### src/rtl/trap_entry_pkg.sv
package trap_entry_pkg;

  localparam int TTW = 9;
  localparam int PSW = 12;

  // trap type codes the unit decodes
  localparam logic [8:0] TTC_CLEANWIN = 9'h024;
  localparam logic [8:0] TTC_IFAULT   = 9'h008;
  localparam logic [8:0] TTC_DFAULT   = 9'h030;
  localparam logic [8:0] TTC_INTVEC   = 9'h060;
  localparam logic [8:0] TTC_MMU_LO   = 9'h064;
  localparam logic [8:0] TTC_MMU_HI   = 9'h06F;
  localparam logic [2:0] GRP_SPILL    = 3'b010;
  localparam logic [2:0] GRP_FILL     = 3'b011;

  // processor state bit positions
  localparam int PSB_AG   = 0;
  localparam int PSB_PRIV = 2;
  localparam int PSB_PEF  = 4;
  localparam int PSB_RED  = 5;
  localparam int PSB_MG   = 10;
  localparam int PSB_IG   = 11;
  localparam logic [PSW-1:0] PS_KEEP_MASK = 12'hF3F;
  localparam logic [PSW-1:0] PS_GSEL_MASK = 12'hC01;

  typedef enum logic [1:0] {GSEL_ALT, GSEL_MMU, GSEL_INT} gsel_e;
  typedef enum logic [1:0] {WOP_NONE, WOP_CLEAN, WOP_SPILL, WOP_FILL} wop_e;

  typedef struct packed {
    logic [63:0]    tstate;
    logic [63:0]    tpc;
    logic [63:0]    tnpc;
    logic [TTW-1:0] tt;
  } tstk_ent_t;

  localparam int ENT_W = $bits(tstk_ent_t);

endpackage

### src/rtl/tentry_classify.sv
module tentry_classify
  import trap_entry_pkg::*;
(
  input  logic [TTW-1:0] tt,
  output gsel_e          gsel,
  output wop_e           wop
);

  logic is_mmu;

  always_comb begin
    is_mmu = (tt == TTC_IFAULT) || (tt == TTC_DFAULT) ||
             ((tt >= TTC_MMU_LO) && (tt <= TTC_MMU_HI));
    if (tt == TTC_INTVEC)  gsel = GSEL_INT;
    else if (is_mmu)       gsel = GSEL_MMU;
    else                   gsel = GSEL_ALT;
  end

  always_comb begin
    if (tt == TTC_CLEANWIN)        wop = WOP_CLEAN;
    else if (tt[8:6] == GRP_SPILL) wop = WOP_SPILL;
    else if (tt[8:6] == GRP_FILL)  wop = WOP_FILL;
    else                           wop = WOP_NONE;
  end

endmodule

### src/rtl/tentry_level_ctl.sv
module tentry_level_ctl #(
  parameter int MAXTL = 6,
  parameter int TLW   = $clog2(MAXTL + 1)
) (
  input  logic [TLW-1:0] tl_in,
  output logic           fatal,
  output logic           red,
  output logic [TLW-1:0] tl_out
);

  always_comb begin
    fatal  = (int'(tl_in) >= MAXTL);
    red    = !fatal && (int'(tl_in) == MAXTL - 1);
    tl_out = fatal ? tl_in : tl_in + TLW'(1);
  end

endmodule

### src/rtl/tentry_vector_gen.sv
module tentry_vector_gen
  import trap_entry_pkg::*;
#(
  parameter int NWIN = 8,
  parameter int CWPW = $clog2(NWIN),
  parameter int TLW  = 3
) (
  input  gsel_e          gsel,
  input  wop_e           wop,
  input  logic           red,
  input  logic [TTW-1:0] tt,
  input  logic [CWPW-1:0] cwp,
  input  logic [CWPW-1:0] cansave,
  input  logic [63:15]   tba_hi,
  input  logic [TLW-1:0] tl_next,
  output logic [PSW-1:0] ps_new,
  output logic [CWPW-1:0] cwp_new,
  output logic [63:0]    hpc,
  output logic [63:0]    hnpc
);

  always_comb begin
    ps_new            = '0;
    ps_new[PSB_PEF]   = 1'b1;
    ps_new[PSB_PRIV]  = 1'b1;
    ps_new[PSB_RED]   = red;
    unique case (gsel)
      GSEL_INT: ps_new[PSB_IG] = 1'b1;
      GSEL_MMU: ps_new[PSB_MG] = 1'b1;
      default:  ps_new[PSB_AG] = 1'b1;
    endcase
  end

  always_comb begin
    int res;
    unique case (wop)
      WOP_CLEAN: res = int'(cwp) + NWIN - 1;
      WOP_SPILL: res = int'(cwp) + 2 * NWIN - int'(cansave) - 2;
      WOP_FILL:  res = int'(cwp) + 1;
      default:   res = int'(cwp);
    endcase
    cwp_new = CWPW'(res % NWIN);
  end

  always_comb begin
    hpc  = {tba_hi, (tl_next > TLW'(1)), tt, 5'b0};
    hnpc = hpc + 64'd4;
  end

endmodule

### src/rtl/tentry_state_stack.sv
module tentry_state_stack #(
  parameter int DEPTH = 7,
  parameter int AW    = $clog2(DEPTH),
  parameter int W     = 201
) (
  input  logic          clk,
  input  logic          we,
  input  logic [AW-1:0] waddr,
  input  logic [W-1:0]  wdata,
  input  logic [AW-1:0] raddr,
  output logic [W-1:0]  rdata
);

  logic [W-1:0] mem [DEPTH];

  always_ff @(posedge clk) begin
    if (we && (int'(waddr) < DEPTH)) mem[waddr] <= wdata;
  end

  always_ff @(posedge clk) begin
    if (int'(raddr) < DEPTH) rdata <= mem[raddr];
    else                     rdata <= '0;
  end

endmodule

### src/rtl/trap_entry_unit.sv
module trap_entry_unit
  import trap_entry_pkg::*;
#(
  parameter int NWIN  = 8,
  parameter int MAXTL = 6,
  parameter bit GL_EN = 1'b1,
  parameter int CWPW  = $clog2(NWIN),
  parameter int TLW   = $clog2(MAXTL + 1)
) (
  input  logic            clk,
  input  logic            rst,
  input  logic            req_valid,
  output logic            req_ready,
  input  logic [8:0]      req_tt,
  input  logic [63:0]     cur_pc,
  input  logic [63:0]     cur_npc,
  input  logic [7:0]      cur_ccr,
  input  logic [7:0]      cur_asi,
  input  logic [11:0]     cur_pstate,
  input  logic [CWPW-1:0] cur_cwp,
  input  logic [CWPW-1:0] cur_cansave,
  input  logic [2:0]      cur_gl,
  input  logic [TLW-1:0]  cur_tl,
  input  logic [63:0]     cur_tba,
  output logic            done,
  output logic            err_state,
  output logic [TLW-1:0]  new_tl,
  output logic [11:0]     new_pstate,
  output logic [CWPW-1:0] new_cwp,
  output logic [2:0]      new_gl,
  output logic [63:0]     hdl_pc,
  output logic [63:0]     hdl_npc,
  input  logic [TLW-1:0]  rd_lvl,
  output logic [63:0]     rd_tstate,
  output logic [63:0]     rd_tpc,
  output logic [63:0]     rd_tnpc,
  output logic [8:0]      rd_tt
);

  localparam int DEPTH = MAXTL + 1;

  logic            accept;
  logic            fatal, red;
  logic [TLW-1:0]  tl_nx;
  gsel_e           gsel;
  wop_e            wop;
  logic [PSW-1:0]  ps_nx, ps_saved;
  logic [CWPW-1:0] cwp_nx;
  logic [63:0]     hpc_nx, hnpc_nx, tstate_w;
  logic [2:0]      gl_nx, gl_fld;
  tstk_ent_t       wr_ent, rd_ent;
  logic            tba_unused;

  assign tba_unused = ^cur_tba[14:0];
  assign accept     = req_valid && req_ready;

  tentry_level_ctl #(.MAXTL(MAXTL), .TLW(TLW)) u_lvl (
    .tl_in(cur_tl), .fatal(fatal), .red(red), .tl_out(tl_nx)
  );

  tentry_classify u_cls (.tt(req_tt), .gsel(gsel), .wop(wop));

  tentry_vector_gen #(.NWIN(NWIN), .CWPW(CWPW), .TLW(TLW)) u_vec (
    .gsel(gsel), .wop(wop), .red(red), .tt(req_tt), .cwp(cur_cwp),
    .cansave(cur_cansave), .tba_hi(cur_tba[63:15]), .tl_next(tl_nx),
    .ps_new(ps_nx), .cwp_new(cwp_nx), .hpc(hpc_nx), .hnpc(hnpc_nx)
  );

  generate
    if (GL_EN) begin : g_gl_on
      assign gl_nx  = cur_gl + 3'd1;
      assign gl_fld = cur_gl;
    end else begin : g_gl_off
      assign gl_nx  = cur_gl;
      assign gl_fld = 3'd0;
    end
  endgenerate

  always_comb begin
    ps_saved              = cur_pstate;
    ps_saved[PSB_RED]     = cur_pstate[PSB_RED] | red;
    tstate_w              = '0;
    tstate_w[42:40]       = gl_fld;
    tstate_w[39:32]       = cur_ccr;
    tstate_w[31:24]       = cur_asi;
    tstate_w[19:8]        = ps_saved & PS_KEEP_MASK;
    tstate_w[CWPW-1:0]    = cur_cwp;
    wr_ent.tstate         = tstate_w;
    wr_ent.tpc            = cur_pc;
    wr_ent.tnpc           = cur_npc;
    wr_ent.tt             = req_tt;
  end

  tentry_state_stack #(.DEPTH(DEPTH), .AW(TLW), .W(ENT_W)) u_stk (
    .clk(clk), .we(accept && !fatal), .waddr(tl_nx), .wdata(wr_ent),
    .raddr(rd_lvl), .rdata(rd_ent)
  );

  assign rd_tstate = rd_ent.tstate;
  assign rd_tpc    = rd_ent.tpc;
  assign rd_tnpc   = rd_ent.tnpc;
  assign rd_tt     = rd_ent.tt;

  always_ff @(posedge clk) begin
    if (rst) begin
      req_ready  <= 1'b0;
      done       <= 1'b0;
      err_state  <= 1'b0;
      new_tl     <= '0;
      new_pstate <= '0;
      new_cwp    <= '0;
      new_gl     <= '0;
      hdl_pc     <= '0;
      hdl_npc    <= '0;
    end else begin
      req_ready <= 1'b1;
      done      <= accept;
      err_state <= accept && fatal;
      if (accept) begin
        if (fatal) begin
          new_tl     <= cur_tl;
          new_pstate <= cur_pstate;
          new_cwp    <= cur_cwp;
          new_gl     <= cur_gl;
          hdl_pc     <= cur_pc;
          hdl_npc    <= cur_npc;
        end else begin
          new_tl     <= tl_nx;
          new_pstate <= ps_nx;
          new_cwp    <= cwp_nx;
          new_gl     <= gl_nx;
          hdl_pc     <= hpc_nx;
          hdl_npc    <= hnpc_nx;
        end
      end
    end
  end

endmodule

### config.mk
export PLATFORM = sky130hd
export DESIGN_NAME = trap_entry_unit
export DESIGN_NICKNAME = d
export VERILOG_FILES = /design/src/rtl/trap_entry_pkg.sv /design/src/rtl/tentry_classify.sv /design/src/rtl/tentry_level_ctl.sv /design/src/rtl/tentry_vector_gen.sv /design/src/rtl/tentry_state_stack.sv /design/src/rtl/trap_entry_unit.sv
export SDC_FILE = /design/constraint.sdc
export NUM_CORES = 2
export LEC_CHECK = 0
export ABC_AREA = 1
export BUFFER_PORTS_ARGS = -buffer_cell sky130_fd_sc_hd__clkbuf_2
export CELL_PAD_IN_SITES_DETAIL_PLACEMENT = 1
export CELL_PAD_IN_SITES_GLOBAL_PLACEMENT = 1
export CORE_ASPECT_RATIO = 1.5
export CORE_MARGIN = 5
export CORE_UTILIZATION = 25
export CTS_CLUSTER_DIAMETER = 50
export DETAILED_ROUTE_END_ITERATION = 8
export GPL_TIMING_DRIVEN = 1
export PLACE_DENSITY_LB_ADDON = 0.3
export SYNTH_ARGS = -nofsm -noshare
export SYNTH_HDL_FRONTEND = slang
export SYNTH_SLANG_ARGS = --single-unit
### constraint.sdc
create_clock -name clk -period 16.7 [get_ports clk]
set_clock_uncertainty 0.05 [all_clocks]
set_input_delay 1.67 -clock clk [delete_from_list [all_inputs] [get_ports clk]]
set_output_delay 1.67 -clock clk [all_outputs]
set_load 0.02 [all_outputs]
### After elaboration in Yosys (flattened, before gate mapping)

Memories as Yosys holds them, arrays and structs flattened. A register that Yosys moved wholly into a read port is not among the register bits.
Index checks and enable logic that the tools add are counted.

* flip-flop bits (word level): 353
* bits in writable memories: 1183
* bits of input ports: 247
* output and inout bits: 353
* word-level logic and storage cells: 69
* memories kept: 1

Memory list
* u_stk.mem: words 7, width 169, read ports 1, clocked after Yosys merged registers in 1, wr ports 1, RTL line tentry_state_stack.sv:14 `logic [W-1:0] mem [DEPTH];`

* add/sub/neg operators: 9
* $lt $le $gt $ge: 6
* equal/unequal tests: 12
* muxes and demuxes: 19
* bitwise logic cells: 1
* reductions and logical operators: 11

Operators by type and width (number)
* $mux W64: 2
* $add A64 B3 Y64 const B: 1
* $eq A9 B6 Y1 const B: 2
* $add A3 B1 Y3 const B: 5
* $mux W12: 1
* $mux W3: 4
* $eq A9 B4 Y1 const B: 1
* $eq A9 B7 Y1 const B: 1
* $ge A9 B7 Y1 const B: 1
* $le A9 B7 Y1 const B: 1
* $pmux W3 S3: 1
* $mux W2: 4
* $mux W1: 7
* $eq A2 B2 Y1 const B: 3
* $eq A3 B2 Y1 const B: 2
* $logic_and A1 B1 Y1: 6
* $lt A3 B3 Y1 const B: 2
* $eq A2 B1 Y1 const B: 2
* $eq A3 B3 Y1 const B: 1
* $ge A3 B3 Y1 const B: 1
* $gt A3 B1 Y1 const B: 1
* $sub A3 B2 Y3 const B: 1
* $sub A3 B3 Y3: 1
* $sub A3 B3 Y3 const B: 1
* other kinds (4): 6

### Longest topological paths before layout

* word-level depth: 9
* gate-level depth with buffers: 14
* gate-level depth less buffers: 14

### Cells and area by module

Synthesis repeated with hierarchy kept, for this count alone.

* cells, all modules: 6356
* area total of the unflattened synthesis: 69267.7 um2

By module, submodules not included
* tentry_state_stack: times used 1, cells each 4973, area each 60606.9 um2, seq. area each 46274.4 um2
* trap_entry_unit: times used 1, cells each 1142, area each 7121.8 um2, seq. area each 3042.9 um2
* tentry_vector_gen: times used 1, cells each 191, area each 1311.3 um2, seq. area each 0.0 um2
* tentry_classify: times used 1, cells each 33, area each 141.4 um2, seq. area each 0.0 um2
* tentry_level_ctl: times used 1, cells each 17, area each 86.3 um2, seq. area each 0.0 um2

### Worst setup path after synthesis

No wires, ideal clock.

* path type: input port to flip-flop
* start point: in cur_tl[0]
* end point: mem u_stk.mem[6][0] (netlist name), enable pin
* library setup time: 0.905 ns
* arrival time: 13.969 ns
* data required time: 15.745 ns
* slack: 1.777 ns
* stages: 8
* buffers on the path: 1
* cells stage by stage: inv_1 ha_1 o21ai_1 buf_2 nand2_1 inv_1 nand2_1 nor3_1

* longest elaborated chain between the ends: 6
* elaborated cells on any way between the ends: 9
* those cells by class: add/sub: 1; order compare: 2; mux: 3; reduce/logical: 3

Ends and longest elaborated chain
* start, declared: RTL line trap_entry_unit.sv:23 `input logic [TLW-1:0] cur_tl,`
* $add A3 B1 Y3 / $ge A3 B3 Y1 (equally long branches): RTL line tentry_level_ctl.sv:14, tentry_level_ctl.sv:12
* $mux W3 / $logic_not A1 Y1 (equally long branches): RTL line tentry_level_ctl.sv:14, trap_entry_unit.sv:95
* $lt A3 B3 Y1 / $logic_and A1 B1 Y1 (equally long branches): RTL line tentry_state_stack.sv:17, trap_entry_unit.sv:95
* $logic_and A1 B1 Y1: RTL line tentry_state_stack.sv:17 `if (we && (int'(waddr) < DEPTH)) mem[waddr] <= wdata;`
* $mux W1: RTL line tentry_state_stack.sv:17
* $mux W1 (implied by the code): RTL line tentry_state_stack.sv:17
* end, declared: RTL line tentry_state_stack.sv:14

Parallel ways exist; a longest one is shown, timed or not.

### Worst setup path in the final report

* start point: in cur_tl[0]
* end point: mem u_stk.mem[2][56] (netlist name), enable pin

Same word-level chain as after synthesis.

==> flow_summary.ini <==
[clock_tree]
cts_sinks = 1504
cts_buffers = 169
cts.path.max_buffers = 4
cts-root-buf = clkbuf_16
post_cts_resized = 0
hold_buffers = 0
post_cts_buffers = 0
path_clk_slew_ns = 0.06
htreeDepth = 4
cts_tree = yes
clkLatencyLatePin_ns = 0.80

[timing]
max_freq_ghz = 0.179
slew_headroom_pct = 20.2
finalCritPeriodShare_pct = 33.4
hold_viol = 0
rsz0062_at_grt = no
tns_ns = 0
tightest_slew_ns = 1.20
slew_violations = 0
fin_crit_ns = 5.58
setup_viol = 0

[drt]
top_layer = met5
route.detailed.drc = 0
dr.pass1.iters = 5
routed_via_density = 4.72
routed_wl_mm = 181
met1_length_mm = 79.6
route.met2.wl_mm = 85.6
routedWlPerCell_um = 23.2
vias = 36900
first_iter_violations = 2047
postRouteAntennaNets = 0
dr_wl_met3_mm = 11.5

[critical_path]
crit_path_end_kind = flop
worstSetupPathType = input pin to flop
cp_data_arrival_time_ns = 5.92
r2r_setup_slack_ns = 11.80
r2r_end = u_stk.mem[2][56]$_DFFE_PP_
r2r_start = req_ready$_DFF_P_
reg2reg_depth = 8
crit_path_start_kind = input pin
crit_fanout = 55
cp.required_ns = 17.04

[floorplanning]
row_count = 211
die_x_um = 394
core_mm2 = 0.220
ios = 600
initial_core_util_pct = 25.1
die_h_um = 587
die_area_mm2 = 0.231

[layout]
area_growth_pct = 19.9
drive_gt1_share_pct = 17.9
instances_no_fill = 7811
nets = 5043

[synth]
synthCells = 4303
syn_area_mm2 = 0.0554
ys_seq_area_share_pct = 75.7
synth.yosys.warnings = 0
synth_cell_types = 35
synth-adder-area-share_pct = 0.203
synth_top_family_by_area = simple AND/OR/NAND/NOR gates
ys_seq_elements = 1504
muxShareOfSynthArea_pct = 0
synth-xor-area-share_pct = 0.0632
yosys.area_share.simple_pct = 11.4
synth-compound-area-share_pct = 9.35
avgSynthCellArea_um2 = 12.9

[power_and_ir_drop]
cellPowerDensity_mw_per_mm2 = 127
vdd_drop_max_uv = 74.7
p_leak_uw = 0.0234

[global_routing]
antenna_found_initial = 21
grt_max_degree = 165
grt_pass1_vias = 39200
gr-total-overflow = 0
grt_pass1_wl_mm = 263
grt_usage_pct = 15.1

[place]
post-place-cells = 7491
place_congestion = 0.735
dp_hpwl_mm = 104
numPortBuffers = 552

[hold_path]
hold_depth = 2
min-delay-start = new_cwp[2]$_SDFFE_PP0P_
hold_class = flop to flop
hold_end = new_cwp[2]$_SDFFE_PP0P_

[outcome]
status = finished clean

[job]
cap_violations = 0
routing by layer:
metal	up-vias	global-route usage, %
met4	8	4.00
li1	16600	-
met5	-	0
met1	19100	19.6
met2	956	25.2
met3	248	3.51
layout make-up:
type	instances	area, µm²
antenna	19	47.5
fill	23900	154000
multi-input combinational	2454	11900
clock buffer	230	4720
timing repair buffer	615	3340
tap	2875	3600
inverter	43	198
clock inverter	71	753
sequential	1504	42000
through the flow:
step | util, % | instance area, µm² | hold WS, ns | worst slack [ns] | power (µW)
2_1_floorplan | - | 55500 | 0.478 | 1.78 | 4570
3_3_place_gp | 27.6 | 60900 | 0.407 | 10.14 | 4840
3_5_place_dp | 27.6 | 60900 | 0.415 | 10.13 | 4850
4_1_cts | 30.1 | 66400 | 0.424 | 11.00 | 8600
5_1_grt | 30.1 | 66400 | 0.442 | 10.84 | 8790
6_report | 30.2 | 66500 | 0.422 | 11.12 | 8460
cells in the final DEF, fill, tap and decap left out, types with 5 or more instances in the layout:
cell type and instances:
o21ai_0 342, o211ai_1 171, bufinv_16 13, a21oi_1 176, conb_1 32, clkinvlp_4 5, clkinv_1 17, nand2_1 676
buf_4 57, nand3_1 468, clkinv_2 21, nor2_4 8, clkbuf_8 17, nor2_1 363, diode_2 19, clkbuf_16 174
edfxtp_1 1183, o221ai_1 6, clkbuf_1 40, ha_1 9, a32o_1 15, buf_12 6, dfxtp_1 321, inv_6 8
o22ai_1 169, inv_8 6, clkbuf_2 549, inv_1 38
where the power goes:
group          internal, µW  switching (µW)
Clock                  2190            1510
Combinational           148             438
Sequential             4130            39.3
worst max-delay path, cell delays in order:
cell and delay, ns:
clkbuf_2 0.12, inv_1 0.08, ha_1 0.24, o21ai_4 0.18, buf_4 0.43, nand2_1 0.21, inv_1 0.17, nand2_1 0.23
nor2_4 0.71, buf_4 0.93, buf_4 0.88
synth_stat cells:
cell       number  area share, %
inv_4           1          0.011
nor3_1          3          0.027
xnor2_1         3          0.047
conb_1          1         0.0068
clkinv_1        1         0.0068
buf_6           4          0.081
buf_4          56           0.76
dfxtp_1       321             12
o2111a_1        1          0.020
buf_2         118            1.1
inv_1          38           0.26
nand3_1       468            4.2
clkbuf_1      149            1.0
o22ai_1       169            1.9
nor3_2          1          0.018
o21ai_1         2          0.018
a32o_1         15           0.27
nand2_1       677            4.6
o2111ai_1       1          0.016
nor2_4          1          0.020
edfxtp_1     1183             64
xor2_1          1          0.016
a22o_1          1          0.016
buf_1           6          0.041
a31oi_1         1          0.011
inv_2           3          0.020
nand2_2         1          0.011
a21oi_1       176            1.6
nor2_1        370            2.5
o221ai_1        6          0.095
o21ai_0       342            3.1
or2_2           2          0.023
nand4_1         1          0.011
o211ai_1      171            2.3
ha_1            9           0.20
kinds of logic (layout without fill, tap and decap cells):
group,count (synthesis),count (layout)
buffers and inverters,376,959
AOI/OAI and AO/OA,885,885
xor gates and xnor gates,4,4
DFF,1504,1504
other,1,51
and+or+nand+nor,1524,1524
adders and majority gates,9,9
sequential cells by signal, summed over array words and instances (netlist names):
signal	count
new_pstate	12
new_gl	3
u_stk.mem	1183
hdl_pc	64
err_state	1
done	1
new_cwp	3
req_ready	1
u_stk.rdata	169
hdl_npc	64
new_tl	3
how the worst max path moves through the flow:
| stage | slack, ns | startpoint | to |
|---|---|---|---|
| after global placement | 10.14 | cur_tl[0] | u_stk.mem[2][147]$_DFFE_PP_ |
| after CTS | 11.00 | cur_tl[0] | u_stk.mem[2][56]$_DFFE_PP_ |
| after floorplan | 1.78 | cur_tl[0] | u_stk.mem[6][0]$_DFFE_PP_ |
| after detailed placement | 10.13 | cur_tl[0] | u_stk.mem[2][120]$_DFFE_PP_ |
| final | 11.12 | cur_tl[0] | u_stk.mem[2][56]$_DFFE_PP_ |
| after global routing | 10.84 | cur_tl[0] | u_stk.mem[2][56]$_DFFE_PP_ |
Note: power is estimated with default switching activity, not from simulation.
